==> src/rtl/lapd_octet_tx.sv <==
module lapd_octet_tx #(
  parameter int MAX_LEN        = 82,
  parameter int REPEAT_STROBES = 8000
) (
  input  logic       clk,
  input  logic       rst_n,
  input  logic       reg_we,
  input  logic       reg_re,
  input  logic [7:0] reg_addr,
  input  logic [7:0] reg_wdata,
  output logic [7:0] reg_rdata,
  input  logic       frame_strobe,
  input  logic       slot_sel,
  output logic [7:0] gc_byte,
  output logic [7:0] nr_byte,
  output logic       irq
);
  localparam int LW = $clog2(MAX_LEN + 1);
  localparam int RW = $clog2(REPEAT_STROBES + 1);
  localparam logic [7:0] FLAG = 8'h7E;
  localparam logic [15:0] POLY = 16'h8408;

  typedef enum logic [2:0] {S_IDLE, S_OPEN, S_DATA, S_FCS, S_CLOSE} gen_t;

  logic [7:0]    buf_q [MAX_LEN];
  logic [LW-1:0] msg_len;
  logic [7:0]    gc_reg;
  logic          start_q, ien_q, busy_q, done_q, pend_q;
  logic [RW-1:0] rep_cnt;
  gen_t          st;
  logic [3:0]    cnt;
  logic [LW-1:0] byte_idx;
  logic [2:0]    ones;
  logic [15:0]   crc;
  logic [7:0]    acc;
  logic [3:0]    acnt;
  logic [7:0]    link_q;

  wire ctrl_wr    = reg_we && reg_addr == 8'h00;
  wire start_rise = ctrl_wr && reg_wdata[0] && !start_q;
  wire ctrl_rd    = reg_re && reg_addr == 8'h00;
  wire take       = frame_strobe && acnt == 4'd8;
  wire gen_go     = acnt != 4'd8;
  wire buf_we     = reg_we && reg_addr[7] && (int'(reg_addr[6:0]) < MAX_LEN);
  wire len_ok     = reg_wdata != 8'd0 && int'(reg_wdata) <= MAX_LEN;

  wire [7:0] cur_byte  = buf_q[byte_idx];
  wire       data_bit  = cur_byte[cnt[2:0]];
  wire       fcs_bit   = ~crc[cnt];
  wire       stuff_zn  = st == S_DATA || st == S_FCS || (st == S_CLOSE && cnt == 4'd0);
  wire       do_stuff  = stuff_zn && ones == 3'd5;
  wire [15:0] crc_nx   = {1'b0, crc[15:1]} ^ ((crc[0] ^ data_bit) ? POLY : 16'h0000);
  wire       last_byte = byte_idx == msg_len - 1'b1;

  logic bit_out;
  always_comb begin
    bit_out = FLAG[acnt[2:0]];
    if (do_stuff)              bit_out = 1'b0;
    else if (st == S_DATA)     bit_out = data_bit;
    else if (st == S_FCS)      bit_out = fcs_bit;
    else if (st == S_OPEN || st == S_CLOSE) bit_out = FLAG[cnt[2:0]];
  end

  always_ff @(posedge clk) if (buf_we) buf_q[reg_addr[6:0]] <= reg_wdata;

  always_ff @(posedge clk) begin
    if (!rst_n) begin
      msg_len <= LW'(1);
      gc_reg  <= 8'h00;
      start_q <= 1'b0;
      ien_q   <= 1'b0;
    end else if (reg_we) begin
      if (reg_addr == 8'h00) begin
        start_q <= reg_wdata[0];
        ien_q   <= reg_wdata[1];
      end
      if (reg_addr == 8'h01 && len_ok) msg_len <= reg_wdata[LW-1:0];
      if (reg_addr == 8'h02) gc_reg <= reg_wdata;
    end
  end

  always_ff @(posedge clk) begin
    if (!rst_n) begin
      st       <= S_IDLE;
      cnt      <= 4'd0;
      byte_idx <= '0;
      ones     <= 3'd0;
      crc      <= 16'hFFFF;
      acc      <= FLAG;
      acnt     <= 4'd0;
      link_q   <= FLAG;
      busy_q   <= 1'b0;
      done_q   <= 1'b0;
      pend_q   <= 1'b0;
      rep_cnt  <= '0;
    end else begin
      if (ctrl_rd) done_q <= 1'b0;
      if (take) begin
        link_q <= acc;
        acnt   <= 4'd0;
      end
      if (gen_go) begin
        acc[acnt[2:0]] <= bit_out;
        acnt <= acnt + 4'd1;
        unique case (st)
          S_IDLE: if (pend_q && acnt == 4'd0) begin
            st       <= S_OPEN;
            cnt      <= 4'd1;
            pend_q   <= 1'b0;
            busy_q   <= 1'b1;
            crc      <= 16'hFFFF;
            byte_idx <= '0;
          end
          S_OPEN: begin
            if (cnt == 4'd7) begin
              st   <= S_DATA;
              cnt  <= 4'd0;
              ones <= 3'd0;
            end else cnt <= cnt + 4'd1;
          end
          S_DATA: begin
            if (do_stuff) ones <= 3'd0;
            else begin
              crc  <= crc_nx;
              ones <= data_bit ? ones + 3'd1 : 3'd0;
              if (cnt == 4'd7) begin
                cnt <= 4'd0;
                if (last_byte) st <= S_FCS;
                else byte_idx <= byte_idx + 1'b1;
              end else cnt <= cnt + 4'd1;
            end
          end
          S_FCS: begin
            if (do_stuff) ones <= 3'd0;
            else begin
              ones <= fcs_bit ? ones + 3'd1 : 3'd0;
              if (cnt == 4'd15) begin
                st  <= S_CLOSE;
                cnt <= 4'd0;
              end else cnt <= cnt + 4'd1;
            end
          end
          S_CLOSE: begin
            if (do_stuff) ones <= 3'd0;
            else if (cnt == 4'd7) begin
              st     <= S_IDLE;
              cnt    <= 4'd0;
              busy_q <= 1'b0;
              done_q <= 1'b1;
            end else cnt <= cnt + 4'd1;
          end
          default: st <= S_IDLE;
        endcase
      end
      if (take && start_q) begin
        if (rep_cnt == RW'(REPEAT_STROBES - 1)) begin
          rep_cnt <= '0;
          pend_q  <= 1'b1;
        end else rep_cnt <= rep_cnt + 1'b1;
      end
      if (start_rise) begin
        rep_cnt <= '0;
        pend_q  <= 1'b1;
      end
    end
  end

  always_comb begin
    case (reg_addr)
      8'h00:   reg_rdata = {4'b0000, done_q, busy_q, ien_q, start_q};
      8'h01:   reg_rdata = 8'(msg_len);
      8'h02:   reg_rdata = gc_reg;
      default: reg_rdata = 8'h00;
    endcase
  end

  assign gc_byte = (start_q && !slot_sel) ? link_q : gc_reg;
  assign nr_byte = (start_q &&  slot_sel) ? link_q : 8'h00;
  assign irq     = ien_q & done_q;

  AST_STROBE_READY: assert property (@(posedge clk) disable iff (!rst_n)
    frame_strobe |-> acnt == 4'd8) else $error("strobe before octet ready");
  AST_ACC_BOUND: assert property (@(posedge clk) disable iff (!rst_n)
    acnt <= 4'd8) else $error("octet count overflow");
  AST_RUN_LIMIT: assert property (@(posedge clk) disable iff (!rst_n)
    ones <= 3'd5) else $error("ones run exceeds five");
  AST_FRAME_ALIGN: assert property (@(posedge clk) disable iff (!rst_n)
    $rose(busy_q) |-> acnt == 4'd1) else $error("frame not octet aligned");
  AST_BUSY_DONE: assert property (@(posedge clk) disable iff (!rst_n)
    $fell(busy_q) |-> done_q) else $error("busy fell without done");
  AST_LEN_RANGE: assert property (@(posedge clk) disable iff (!rst_n)
    msg_len != '0 && int'(msg_len) <= MAX_LEN) else $error("length out of range");
endmodule

==> config.mk <==
export PLATFORM = sky130hd
export DESIGN_NAME = lapd_octet_tx
export DESIGN_NICKNAME = d
export VERILOG_FILES = /design/src/rtl/lapd_octet_tx.sv
export SDC_FILE = /design/constraint.sdc
export NUM_CORES = 1
export LEC_CHECK = 0
export CORE_MARGIN = 2
export CORE_UTILIZATION = 45
export CTS_CLUSTER_SIZE = 40
export DETAILED_ROUTE_END_ITERATION = 8
export REMOVE_ABC_BUFFERS = 1
export SLEW_MARGIN = 10
export SYNTH_ARGS = -nofsm -noshare
export SYNTH_HDL_FRONTEND = slang
export SYNTH_SLANG_ARGS = --single-unit
export TNS_END_PERCENT = 1
==> constraint.sdc <==
create_clock -name clk -period 6.8 [get_ports clk]
set_clock_uncertainty 0.2 [all_clocks]
set_input_delay 1.36 -clock clk [delete_from_list [all_inputs] [get_ports clk]]
set_output_delay 1.36 -clock clk [all_outputs]
set_load 0.05 [all_outputs]
# --- Yosys cells after proc, flatten, opt, wreduce, memory -nomap -nowiden ---
# Memory sizes are Yosys's and may differ from the RTL's. A register that Yosys moved wholly into a read port is not among the register bits.
# Cells that the tools add are included.
totals:
  n_memories: 3
  mem_bits_ro: 16
  input_bits: 22
  ram_bits: 656
  reg_bits: 86
  wordCells: 176
  out_inout_bits: 25
memory_table:
  columns: ["memory", "words", "word_bits", "read_ports", "rd_clocked_by_memory_dff", "wr", "line", "text"]
  rows:
  - ["buf_q", 82, 8, 1, 1, 1, "25", "logic [7:0] buf_q [MAX_LEN];"]
  - ["(name not given)", 8, 1, 1, 1, 0, "61", "else if (st == S_OPEN || st == S_CLOSE) bit_out = FLAG[cnt[2:0]];"]
  - ["(name not given)", 8, 1, 1, 1, 0, "57", "bit_out = FLAG[acnt[2:0]];"]
classes:
  n_eq_ne: 25
  magnitude_cmp: 6
  bitwise_logic: 5
  addsub: 6
  n_reduce_logical: 42
  n_mux: 73
op_table:
  columns: ["operator", "n"]
  rows:
  - ["$mux W3", 18]
  - ["$mux W16", 3]
  - ["$mux W7", 6]
  - ["$pmux W16 S2", 1]
  - ["$mux W4", 7]
  - ["$mux W1", 25]
  - ["$pmux W8 S3", 1]
  - ["$logic_and A1 B1 Y1", 16]
  - ["$mux W8", 2]
  - ["$ne A2 B2 Y1 const B", 8]
  - ["$pmux W4 S4", 1]
  - ["$xor A15 B16 Y16", 1]
  - ["$pmux W3 S5", 1]
  - ["$pmux W7 S2", 1]
  - ["$add A13 B1 Y13 const B", 1]
  - ["$eq A13 B13 Y1 const B", 1]
  - ["$mux W13", 1]
  - ["$pmux W3 S4", 1]
  - ["$reduce_and A10 Y1", 1]
  - ["$reduce_and A5 Y1", 2]
  - ["$add A4 B1 Y4 const B", 2]
  - ["$bwmux W8", 1]
  - ["$eq A4 B4 Y1 const B", 2]
  - ["$eq A8 B1 Y1 const B", 1]
  - ["other kinds (35)", 53]

# --- Logic depth before layout (Yosys ltp) ---
# Gate-level depths: netlist (run 1).
depth:
  ltp_word: 8
  mapped_depth: 15
  ltp_nobuf: 12

# --- Least setup slack after synthesis (run 1) ---
# OpenSTA, ideal clock, no wires.
synth_timing:
  path_kind: "input -> output"
  startpoint: "in reg_addr[1]"
  endpoint: "out reg_rdata[2]"
  path_buffers: 2
  required_time_ns: 5.240
  arrival_time_ns: 3.426
  path_stages: 6
  setup_slack_ns: 1.814
  path_cell_list: "clkbuf_1 -> or3b_2 -> nor3_1 -> clkbuf_1 -> a22oi_1 -> nand2_1"
synth_between:
  elab_chain_cells: 2
synth_lines:
  columns: ["item", "line", "text"]
  rows:
  - ["from (decl)", "9", "input logic [7:0] reg_addr,"]
  - ["$eq A8 B2 Y1 (tied with other cells)", "169", "case (reg_addr)"]
  - ["$pmux W8 S3 *", "169", null]
  - ["to (decl)", "11", "output logic [7:0] reg_rdata,"]
# Mark *: on every way between the ends. The rest lies on a longest branch, timed or not.

# --- Worst setup path after layout (run 1) ---
layout_timing:
  startpoint: "in reg_addr[3]"
  endpoint: "out reg_rdata[1]"
# The elaborated chain is that of the path after synthesis.

==> results of run 1 <==
==> report_power, final <==
part           internal, mW  switching (mW)  total [mW]
Clock                  2.21            1.73        3.94
Sequential             5.03          0.0326        5.06
Combinational        0.0789           0.199       0.278
Total                  7.31            1.96        9.28
==> cells in the mapped netlist (15+ instances only) <==
cell type,number
a21oi_1,49
a22oi_1,37
and2_1,15
buf_2,25
clkbuf_1,33
dfxtp_1,95
edfxtp_1,656
mux2_2,20
mux2i_1,61
mux4_2,145
nand2_1,134
nand3_1,63
nor2_1,159
nor2b_1,29
nor3_1,22
o21ai_0,22
==> worst max-delay path, cell delays in order <==
cell             delay (ns)
clkdlybuf4s50_1        0.47
nor2_1                 0.27
nand2_1                0.44
nor3_2                 0.60
a22oi_1                0.19
nand2_1                0.12
clkdlybuf4s50_1        0.81
==> placed cells by master, fill, tap and decap left out, types with 22 or more instances in the layout <==
cell type        netlist  final
clkdlybuf4s50_1        0     37
buf_4                 13     35
o21ai_0               22     22
nor2b_1               29     29
a22oi_1               37     37
nand3_1               63     63
dfxtp_1               95     90
clkbuf_1              33     22
edfxtp_1             656    656
clkbuf_16              0     80
a21oi_1               49     49
mux4_2               145    145
mux2i_1               61     61
nor2_1               159    159
nand2_1              134    134
==> metal layers <==
metal	share of wire, %	routed length, um	up-vias
met2	46	35250	716
met1	44	33700	8789
li1	-	-	7385
met4	2.1	1617	0
met5	0	0	-
met3	8.3	6391	105
==> area by class of cell <==
type                       instances  area (sq um)
timing repair buffer              82         713.2
tap                              873          1092
sequential                       751         21610
clock inverter                    35         211.5
clock buffer                     103          2098
inverter                          13         48.80
fill                            5496         33310
multi-input combinational        974          8422
==> cell families (layout without fill, tap and decap cells) <==
| kind of cell | count (synthesis) | after routing | synth area share [%] |
|---|---|---|---|
| AOI/OAI and AO/OA | 200 | 200 | 4.545 |
| adders and majority gates | 9 | 9 | 0.3656 |
| muxes | 231 | 231 | 13.74 |
| DFF | 751 | 751 | 70.12 |
| and+or+nand+nor | 507 | 507 | 7.787 |
| buffers and inverters | 112 | 233 | 2.571 |
| xor gates and xnor gates | 27 | 27 | 0.8652 |
==> per-stage QoR <==
stage                     instance area (sq um)  total power [mW]
after detailed placement                  31890             5.433
final                                     34200             9.277
after global placement                    31890             5.424
after floorplan                           30060             5.274
after CTS                                 34200             9.345
after global routing                      34200             9.553
==> final timing paths <==
kind | to | slack [ns] | cells after the start
max | reg_rdata[1] | 0.97 | 7
min | link_q[0] | 0.25 | 2
max reg2reg | ones[2] | 2.30 | 10
min reg2reg | link_q[0] | 0.25 | 2
==> results.yml, run 1 <==
run_status:
  status: "finished, final reports clean"
yosys:
  synth_flop_cell: "edfxtp_1"
  synth.area.top_cells: "edfxtp_1, mux4_2, dfxtp_1"
  yosysUniqueCellTypes: 80
  ys_ff_latch: 751
  synth_cells: 1837
  async_flop_share_pct: 0
  cell_accounting_for_the_most_synthesized_area: "edfxtp_1"
  synthesis.area_per_instance_sq_um: 16.77
  ys_seq_area_share_pct: 70.12
  synth_top_area_share_pct: 63.95
  yosysWarnings: 0
  synth_enable_flop_cells: 656
  synth.cell_area_sq_um: 30800
placement:
  place_inst: 2693
  detailedPlacementHpwl_mm: 48.52
  port-buffer-count: 46
  worst_setup_timing_slack_at_the_placement_stage_ns: 0.9689
  place_congestion: 0.9121
timing:
  hold_viol: 0
  period_share_pct: 85.67
  max-slew-margin-rel_pct: 9.939
  max_slew.worst_pin.slew_ns: 1.346
  post-route-min-period_ns: 5.826
  grt_setup_unrepaired: "no"
  layout_setup_ws_ns: 0.9743
  maxClockFrequency_mhz: 171.7
  finalSetupViolCount: 0
  final.setup.tns_ns: 0
  final_max_slew_viol_count: 0
  whs_ns: 0.2499
drt:
  drc_errors: 0
  drtIter0Drc: 2161
  route.antenna.remaining_nets: 0
  routed_wirelength_mm: 76.96
  wire_per_inst_um: 27.18
  routed-via-count: 16995
  post_drt_via_cell_ratio: 6.003
  drtPass1Iterations: 6
power_and_ir_drop:
  ir_worst_vdd_uv: 134.8
  cellPowerDensity_nw_per_um2: 271.3
  power.leakage_nw: 10.53
global_routing:
  grt_use_met3_pct: 3.916
  globalRouteMet1Util_pct: 32.60
  grt.total_usage_pct: 22.00
  grt_antenna_before_repair: 2
  via_count_of_the_first_global_routing_pass: 16836
  global_route.overflow_total: 0
  busiest_layer: "met2"
  grt_first_pass_wirelength_mm: 113.5
  pin_count_of_the_biggest_net_entering_global_routing: 86
  met2_resource_use_gr_pct: 33.58
clock_network:
  cts_made_buffers: 79
  cts.path.max_buffers: 3
  cts.sink_count: 751
  worst_setup_hold_path_clk_slew_ns: 0.05
  clock-root-buffer: "clkbuf_16"
  cts.hold.buffers_added: 0
  cts-htree-levels: 3
  post_cts_resize_count: 0
  clk_latency_ns: 0.62
  post_cts_buffers: 0
  cts_tree: "done"
worst_hold_path:
  timing.hold.worst.class: "reg -> reg"
  worst_hold_startpoint: "acc[0]"
layout:
  post_route_cells_drive_above_1_share_pct: 17.06
  largest_register_ffs: 656
  fin_util_pct: 50.66
  num-nets-final: 1932
  area_growth_from_synthesis_to_layout_pct: 11.03
  antenna_cells_inserted: 0
  fin_cells: 2831
worst_setup_path:
  setup.worst_path.end_class: "output port"
  cp_data_required_time_ns: 5.24
  crit_fanout: 11
  path_class: "in -> out"
  cp_data_arrival_time_ns: 4.27
  timing.critical_path.from: "reg_addr[3]"
  startpoint_type: "input pin"
die:
  die_height_um: 265.6
  rows: 95
  io_pins: 47
  floorplan.die.width_um: 265.6
  core-area_sq_um: 67510
  die_area_sq_um: 70560
  start_util_pct: 45.62
run:
  maxCapViolCount: 0
No activity file was read; power rests on OpenSTA's default activity.
==> run 2: changes to the inputs <==
==> constraint.sdc (replaced) <==
create_clock -name clk -period 5.9 [get_ports clk]
set_clock_uncertainty 0.2 [all_clocks]
set_input_delay 1.18 -clock clk [delete_from_list [all_inputs] [get_ports clk]]
set_output_delay 1.18 -clock clk [all_outputs]
set_load 0.05 [all_outputs]
==> results.yml, run 2 (synthesis gave the netlist of run 1 again) <==
power_and_ir_drop:
  power.leakage_nw: 10.69
  cellPowerDensity_nw_per_um2: 312.3
  ir_worst_vdd_uv: 174.4
global_routing:
  grt_first_pass_wirelength_mm: 114.6
  via_count_of_the_first_global_routing_pass: 16795
  grt.total_usage_pct: 22.17
  pin_count_of_the_biggest_net_entering_global_routing: 86
  global_route.overflow_total: 0
  grt_antenna_before_repair: 3
timing:
  final.setup.tns_ns: 0
  final_max_slew_viol_count: 0
  maxClockFrequency_mhz: 202.3
  whs_ns: 0.2530
  max-slew-margin-rel_pct: 22.16
  max_slew.worst_pin.slew_ns: 1.163
  period_share_pct: 83.76
  grt_setup_unrepaired: "no"
  hold_viol: 0
  post-route-min-period_ns: 4.942
  finalSetupViolCount: 0
  layout_setup_ws_ns: 0.9580
worst_setup_path:
  startpoint_type: "input pin"
  cp_data_arrival_time_ns: 3.56
  worst_r2r_path_depth: 12
  cp_top_family: "buffers and inverters"
  reg2reg_to: "acc[2]"
  setup.worst_path.end_class: "output port"
  sum_of_buffers_and_inverters_on_the_critical_path: 2
  cpMaxStageDelayCell: "clkdlybuf4s50_1"
  cp_data_required_time_ns: 4.52
  worstSetupPathDepth: 5
  critical_path.cell_chain: "clkdlybuf4s50_1 > or3b_2 > nor3_2 > and2_1 > clkdlybuf4s50_1"
  crit_fanout: 10
  r2r_setup_slk_ns: 1.66
  cp_slowest_stage_delay_ns: 0.80
  timing.critical_path.mode_cell: "clkdlybuf4s50_1"
  path_class: "in -> out"
clock_network:
  post_cts_buffers: 0
  cts.hold.buffers_added: 0
  cts.path.max_buffers: 3
  cts.sink_count: 751
  worst_setup_hold_path_clk_slew_ns: 0.05
  cts-htree-levels: 3
  cts_made_buffers: 78
  cts_tree: "done"
  post_cts_resize_count: 0
  clock-root-buffer: "clkbuf_16"
  clk_latency_ns: 0.63
drt:
  route.antenna.remaining_nets: 0
  drc_errors: 0
  routed-via-count: 17237
  drtPass1Iterations: 8
  drtIter0Drc: 2096
  wire_per_inst_um: 27.17
  post_drt_via_cell_ratio: 6.046
  routed_wirelength_mm: 77.45
die:
  io_pins: 47
  rows: 95
  start_util_pct: 45.62
  die_area_sq_um: 70560
  core-area_sq_um: 67510
  floorplan.die.width_um: 265.6
  die_height_um: 265.6
layout:
  area_growth_from_synthesis_to_layout_pct: 11.90
  antenna_cells_inserted: 0
  post_route_cells_drive_above_1_share_pct: 18.55
  num-nets-final: 1949
  layout.cells.most_common_list: "edfxtp_1, nor2_1, mux4_2"
  fin_util_pct: 51.05
  mostFrequentLayoutCell: "edfxtp_1"
  largest_register_ffs: 656
worst_hold_path:
  worst_hold_path.endpoint: "link_q[0]"
  timing.hold.worst.class: "reg -> reg"
  worst_hold_startpoint: "acc[0]"
  min_delay_path_depth: 2
placement:
  worst_setup_timing_slack_at_the_placement_stage_ns: 0.9415
  detailedPlacementHpwl_mm: 49.54
  place_congestion: 0.8896
  port-buffer-count: 46
run:
  maxCapViolCount: 0
run_status:
  status: "finished, final reports clean"
-- run 2: through the flow --
| step | total power [mW] | instances | cell area (sq um) |
|---|---|---|---|
| 5_1_grt | 11.07 | 2851 | 34470 |
| 2_1_floorplan | 6.079 | 1738 | 30060 |
| 6_report | 10.77 | 2851 | 34470 |
| 3_3_place_gp | 6.259 | 2711 | 32110 |
| 4_1_cts | 10.84 | 2851 | 34470 |
| 3_5_place_dp | 6.267 | 2711 | 32110 |
-- run 2: power by group --
part / internal (mW) / leakage, nW / switching [mW]
clock network: 2.60 / 1.16 / 2.01
registers: 5.79 / 6.67 / 0.0360
logic: 0.0923 / 2.87 / 0.231
total: 8.49 / 10.7 / 2.28
-- run 2: area by class of cell --
cell class	count	area, sq um
Clock buffer	101	2101
Clock inverter	39	257.7
Fill cell	5452	33050
Inverter	13	48.80
Multi-Input combinational cell	974	8422
Sequential cell	751	21610
Tap cell	873	1092
Timing Repair Buffer	100	933.4
-- run 2: worst max path at each step --
stage / endpoint / start / slack, ns
2_1_floorplan: acc[7] / register / -3.46
3_3_place_gp: reg_rdata[7] / reg_addr[1] / 0.97
3_5_place_dp: reg_rdata[7] / reg_addr[1] / 0.94
4_1_cts: reg_rdata[7] / reg_addr[1] / 0.94
5_1_grt: reg_rdata[7] / reg_addr[1] / 0.90
6_report: reg_rdata[7] / reg_addr[1] / 0.96
-- run 2: metal layers --
| metal | global-route usage [%] | share of wire [%] | up-vias | wire (um) |
|---|---|---|---|---|
| met2 | 34.07 | 46 | 723 | 35780 |
| li1 | - | - | 7432 | - |
| met5 | 0 | 0 | - | 0 |
| met3 | 3.435 | 7.9 | 90 | 6116 |
| met4 | 5.846 | 1.7 | 0 | 1332 |
| met1 | 33.18 | 44 | 8992 | 34220 |
-- run 2: worst min-delay path, cell delays in order (launching register included) --
cell     delay (ns)
dfxtp_1        0.31
nand2_1        0.05
a21oi_1        0.05
